`src/rtl/oc_breaker.sv`:
```
module oc_breaker #(
  parameter int DLY0 = 250,
  parameter int DLY1 = 2500,
  parameter int DLY2 = 7500,
  parameter int DLY3 = 20000,
  parameter int CYC_CYCLES = 125_000_000,
  parameter int RST_MIN_CYCLES = 10
) (
  input  logic       clk,
  input  logic       rst_n,
  input  logic       up_en,
  input  logic       sense_slow,
  input  logic       sense_quick,
  input  logic       qtrip_en,
  input  logic [1:0] dly_sel,
  input  logic       mode_cycle,
  input  logic       brk_rst_n,
  output logic       gate_en,
  output logic       fault_n
);
  localparam int M01  = (DLY0 > DLY1) ? DLY0 : DLY1;
  localparam int M23  = (DLY2 > DLY3) ? DLY2 : DLY3;
  localparam int DMAX = (M01 > M23) ? M01 : M23;
  localparam int DW   = $clog2(DMAX + 1);
  localparam int CW   = $clog2(CYC_CYCLES);
  localparam int RW   = $clog2(RST_MIN_CYCLES + 1);

  logic [DW-1:0] slow_cnt, lim;
  logic [CW-1:0] cyc_cnt;
  logic [RW-1:0] low_cnt;
  logic          tripped, prev_rst;

  always_comb begin
    case (dly_sel)
      2'd0:    lim = DW'(DLY0);
      2'd1:    lim = DW'(DLY1);
      2'd2:    lim = DW'(DLY2);
      default: lim = DW'(DLY3);
    endcase
  end

  assign gate_en = rst_n & up_en & brk_rst_n & ~tripped;
  assign fault_n = ~tripped;

  wire slow_hit = sense_slow && (slow_cnt == lim);
  wire fast_hit = qtrip_en && sense_quick;
  wire trip_now = gate_en && (slow_hit || fast_hit);
  wire rst_ok   = brk_rst_n && !prev_rst && (low_cnt == RW'(RST_MIN_CYCLES));
  wire cyc_done = cyc_cnt == CW'(CYC_CYCLES - 1);
  wire cyc_run  = tripped && mode_cycle && up_en && brk_rst_n;

  always_ff @(posedge clk) begin
    if (!rst_n) slow_cnt <= '0;
    else if (!gate_en || !sense_slow) slow_cnt <= '0;
    else if (slow_cnt != lim) slow_cnt <= slow_cnt + 1'b1;
  end

  always_ff @(posedge clk) begin
    if (!rst_n || brk_rst_n) low_cnt <= '0;
    else if (low_cnt != RW'(RST_MIN_CYCLES)) low_cnt <= low_cnt + 1'b1;
  end

  always_ff @(posedge clk) begin
    if (!rst_n) prev_rst <= 1'b1;
    else prev_rst <= brk_rst_n;
  end

  always_ff @(posedge clk) begin
    if (!rst_n || !cyc_run || cyc_done) cyc_cnt <= '0;
    else cyc_cnt <= cyc_cnt + 1'b1;
  end

  always_ff @(posedge clk) begin
    if (!rst_n) tripped <= 1'b0;
    else if (trip_now) tripped <= 1'b1;
    else if (tripped && ((!mode_cycle && rst_ok) || (cyc_run && cyc_done)))
      tripped <= 1'b0;
  end
endmodule

```
`config.mk`:
```
export PLATFORM = sky130hd
export DESIGN_NAME = oc_breaker
export DESIGN_NICKNAME = d
export VERILOG_FILES = /design/src/rtl/oc_breaker.sv
export SDC_FILE = /design/constraint.sdc
export NUM_CORES = 1
export LEC_CHECK = 0
export ABC_CLOCK_PERIOD_IN_PS = 5700
export CAP_MARGIN = 30
export CORE_MARGIN = 8
export CORE_UTILIZATION = 45
export CTS_CLUSTER_SIZE = 30
export DETAILED_ROUTE_END_ITERATION = 8
export GPL_ROUTABILITY_DRIVEN = 0
export MAX_ROUTING_LAYER = met4
export SYNTH_ARGS = -nofsm -noshare
export SYNTH_HDL_FRONTEND = slang
export SYNTH_SLANG_ARGS = --single-unit
```
`constraint.sdc`:
```
create_clock -name clk -period 5.7 [get_ports clk]
set_clock_uncertainty 0.05 [all_clocks]
set_input_delay 1.14 -clock clk [delete_from_list [all_inputs] [get_ports clk]]
set_output_delay 1.14 -clock clk [all_outputs]
set_load 0.02 [all_outputs]
```
==> results of run 1 <==
## area by class of cell
cell class	count	area, um^2
clock buffer	6	82.6
clock inverter	2	10.0
fill	559	2720
inverter	8	30.0
multi-input combinational	215	1400
sequential	48	961
tap	72	90.1
timing repair buffer	11	110
## worst paths after layout
path              startpoint         end  slack, ps  cells past startpoint
hold reg to reg   cyc_cnt[0]  cyc_cnt[0]        390                      1
hold / removal    cyc_cnt[0]  cyc_cnt[0]        390                      1
setup / recovery   brk_rst_n     gate_en       1980                      3
setup reg to reg  cyc_cnt[9]  cyc_cnt[7]       3360                      5
## placed cells by master (no fill, tap or decap), types with 2 or more instances in the layout
cell             instances
dfxtp_1                 48
and2_1                   5
nand2_1                 16
and3_1                  16
mux2i_1                  2
xor2_1                  24
and4b_1                  2
o21ai_0                  4
nor3b_1                  2
ha_1                     9
nor4_1                   2
clkinv_2                 2
clkdlybuf4s50_1         11
a21oi_1                  3
or3_1                    4
clkbuf_8                 6
o211ai_1                 2
nor4b_1                  2
nand3_1                 19
nand4_1                 12
and4_1                   2
nor3_1                   7
nand3b_1                 3
nor2_1                  45
inv_1                    8
xnor2_1                 17
## where the power goes
part / switching [W] / leakage [nW] / internal (W)
logic: 0.0000139 / 0.504 / 0.0000144
clock network: 0.000111 / 0.0510 / 0.0000969
registers: 0.00000185 / 0.387 / 0.000337
## layer usage
metal	global-route usage (%)	wire, um	vias up
met5	-	0	-
met4	4.16	44	0
met3	3.49	96	4
met2	18.8	2070	8
met1	14.3	2320	861
li1	-	-	984
## registers in the layout, indices dropped and copies added (netlist names)
name,flops
low_cnt,4
cyc_cnt,27
prev_rst,1
tripped,1
slow_cnt,15
## per-stage QoR
step,setup WS (ps),instances,power [W]
6_report,1980,362,0.000575
4_1_cts,1970,362,0.000586
5_1_grt,1900,362,0.000601
3_3_place_gp,1990,354,0.000375
2_1_floorplan,3040,278,0.000363
3_5_place_dp,1970,354,0.000375
## critical path, cell delays in order
cell and delay (ps):
clkdlybuf4s50_1 520, and4b_1 250, clkdlybuf4s50_1 620
## logic make-up after synthesis
| kind of cell | Yosys count | synth area share [%] |
|---|---|---|
| AO/OA/AOI/OAI | 19 | 6.14 |
| adder cells (fa/ha/maj) | 9 | 4.56 |
| buffers and inverters | 15 | 4.21 |
| XOR/XNOR | 41 | 14.6 |
| flip-flops | 48 | 38.9 |
| multiplexers | 2 | 0.811 |
| AND/OR/NAND/NOR | 144 | 30.8 |
==> out/qor.yml, run 1 <==
yosysUniqueCellTypes: 44
cts_buffers: 5
design_area_um2: 2690
yosys_register_bits: 48
yosys.area.top_type: "dfxtp_1"
peakVddDrop_v: 0.000144
cts_resized: 0
maxCapViolCount: 0
nets: 308
tritoncts: "done"
die_h_um: 90.0
grt_first_pass_wirelength_um: 7980
status: "finished clean"
synthTopCellsByCount: "48 x dfxtp_1, 45 x nor2_1, 24 x xor2_1"
viasPerCell: 5.13
synthesis.nets: 297
htree_levels: 2
drc: 0
worst_skew_pair.late_latency_ps: 300
drive_above_1_share_pct: 3.79
grt_pass1_vias: 1749
row_count: 27
rsz0062_at_grt: "false"
drt_pass1_iterations: 4
min_path_type: "register to register"
avgSynthCellArea_um2: 8.88
crit_path_end_kind: "output port"
dpl.hpwl_um: 3230
timing_worst_setup_path_type: "input pin to output port"
cp.arrival_ps: 2530
drt_iter0_drc: 125
crit_path_max_fanout: 5
whs_ps: 387
synth_area_um2: 2470
clkTransAtPathRegs_ps: 80
io_pins: 12
vias: 1857
hold_violations: 0
report.final.slew_viol_count: 0
seq_area_frac_synth_pct: 38.9
cts_buffer_depth: 2
syn-instance-count: 278
tns_ps: 0
fp.dieW_um: 90.0
ctsHoldBuffers: 0
required_ps: 4510
synth_ff_type: "dfxtp_1"
portBuffers: 11
worst_slew_pin_slew_ps: 897
wl_um: 4540
max_slew_margin_pct: 40.2
synth_top_area_share_pct: 38.9
fin_util_pct: 49.7
max_freq_mhz: 269
dpl_cell_area_um2: 2590
synth-edff-count: 0
min_period_ps: 3720
clock-sinks: 48
grt_max_degree: 28
p_leak_nw: 0.943
cts_setup_buffers: 0
route.detailed.wl_per_inst_um: 12.5
final_antenna_net_count: 0
start_util_pct: 45.6
antenna_found_initial: 0
setup_viol: 0
n_antenna_cell: 0
yosysWarningCount: 0
grtUsageTotal_pct: 12.0
synth_area_leaders: "dfxtp_1 39%, xor2_1 8.5%, nor2_1 6.8%"
cp-start-kind: "input pin"
period_share_pct: 65.3
areaGrowthSynthToFinish_pct: 8.87
yosysMostFrequentCell: "dfxtp_1"
root_buffer: "clkbuf_8"
die_area_um2: 8110
async_reset_ff_share_pct: 0
power_density_nw_per_um2: 214
grt_overflow: 0
core_um2: 5410
Power figures use the tool's default switching activity.
==> inputs of run 2 (changes only) <==
- ABC_CLOCK_PERIOD_IN_PS: 5700 -> 3800
- clock period: 5.7 -> 3.8 ns (I/O delays scaled with it)
==> out/qor.yml, run 2 (synthesis results as in run 1) <==
max_slew_margin_pct: 36.7
wl_met1_um: 2380
min_period_ps: 2970
grt_max_degree: 28
cp-start-kind: "input pin"
wl_um: 4730
grtUsageTotal_pct: 12.2
areaGrowthSynthToFinish_pct: 10.0
tritoncts: "done"
p_total_w: 0.000944
drive_above_1_share_pct: 3.79
required_ps: 2990
final_cell_mix: "48 x dfxtp_1, 45 x nor2_1, 24 x xor2_1"
swShare_pct: 21.4
cts_setup_buffers: 0
vias: 1884
whs_ps: 398
p_seq_share_pct: 53.8
htree_levels: 2
min_path_type: "register to register"
p_leak_nw: 0.953
period_share_pct: 78.0
portBuffers: 11
die_area_um2: 8110
internal_power_w: 0.000742
final_antenna_net_count: 0
setup_viol: 0
crit_path_end_kind: "output port"
grt_overflow: 0
dr_wl_met3_um: 94
clkTransAtPathRegs_ps: 90
dr_wl_met2_um: 2160
ctsHoldBuffers: 0
antenna_found_initial: 0
maxCapViolCount: 0
cts_buffer_depth: 2
root_buffer: "clkbuf_8"
route.detailed.wl_per_inst_um: 13.1
cp.arrival_ps: 2160
rsz0062_at_grt: "false"
worst_slew_pin_slew_ps: 949
row_count: 27
cts_resized: 0
die_h_um: 90.0
io_pins: 12
cts_buffers: 5
report.final.slew_viol_count: 0
tns_ps: 0
grt_first_pass_wirelength_um: 8160
timing_worst_setup_path_type: "input pin to output port"
final_common_cell: "dfxtp_1"
highest_layer: "met4"
start_util_pct: 45.6
dpl.hpwl_um: 3330
drc: 0
drt_pass1_iterations: 4
nets: 308
reg_top3: "cyc_cnt x27, slow_cnt x15, low_cnt x4"
fp.dieW_um: 90.0
core_um2: 5410
viasPerCell: 5.20
p_clk_share_pct: 41.7
switching_power_w: 0.000202
worst_skew_pair.late_latency_ps: 310
crit_path_max_fanout: 5
clock-sinks: 48
max_freq_mhz: 337
power_density_nw_per_um2: 348
n_antenna_cell: 0
status: "finished clean"
hold_violations: 0
drt_iter0_drc: 80
peakVddDrop_v: 0.000240
p_comb_share_pct: 4.5
grt_pass1_vias: 1828
largest_register_ffs: 27
regMostFlops: "cyc_cnt"
-- run 2: changes by cell type in the layout (fill, tap and decap cells not counted), sizes merged --
cell,previous run,this run
bufinv,0,1
clkinv,2,1
-- run 2: cell type report --
type | instances | area (um^2)
fillers | 537 | 2690
flip-flops and latches | 48 | 961
clock buffers | 6 | 82.6
well taps | 72 | 90.1
repair buffers | 11 | 110
clock inverters | 2 | 38.8
multi-input cells | 215 | 1400
inverters | 8 | 30.0
-- run 2: final timing paths --
kind	cells after the start	endpoint	startpoint	slack, ps
setup reg to reg	5	cyc_cnt[7]	cyc_cnt[9]	1420
setup / recovery	3	gate_en	brk_rst_n	830
hold / removal	1	cyc_cnt[0]	cyc_cnt[0]	400
hold reg to reg	1	cyc_cnt[0]	cyc_cnt[0]	400
-- run 2: worst max-delay path, cell delays in order --
cell and delay [ps]:
clkdlybuf4s50_1 530, and4b_1 250, clkdlybuf4s50_1 620
-- run 2: per-layer routing --
layer  global-route usage (%)  vias to the layer above
met5                        -                        -
met4                     5.41                        0
met3                     2.74                        9
met2                     20.1                       14
met1                     14.0                      876
li1                         -                      985
-- run 2: power groups by stage --
stage	Clock (W)	Sequential, W	Combinational, W
final	0.000393	0.000508	0.0000424
after global routing	0.000422	0.000509	0.0000468
after CTS	0.000408	0.000508	0.0000427
after detailed placement	0	0.000520	0.0000425
after global placement	0	0.000520	0.0000418
after floorplan	0	0.000519	0.0000246
-- run 2: through the flow --
| step | worst slack (ps) | utilization (%) | area, um^2 | instances |
|---|---|---|---|---|
| floorplan | 1560 | - | 2470 | 278 |
| global placement | 833 | 48.0 | 2590 | 354 |
| detailed placement | 757 | 48.0 | 2590 | 354 |
| CTS | 829 | 50.2 | 2720 | 362 |
| global route | 766 | 50.2 | 2720 | 362 |
| finish | 834 | 50.2 | 2720 | 362 |
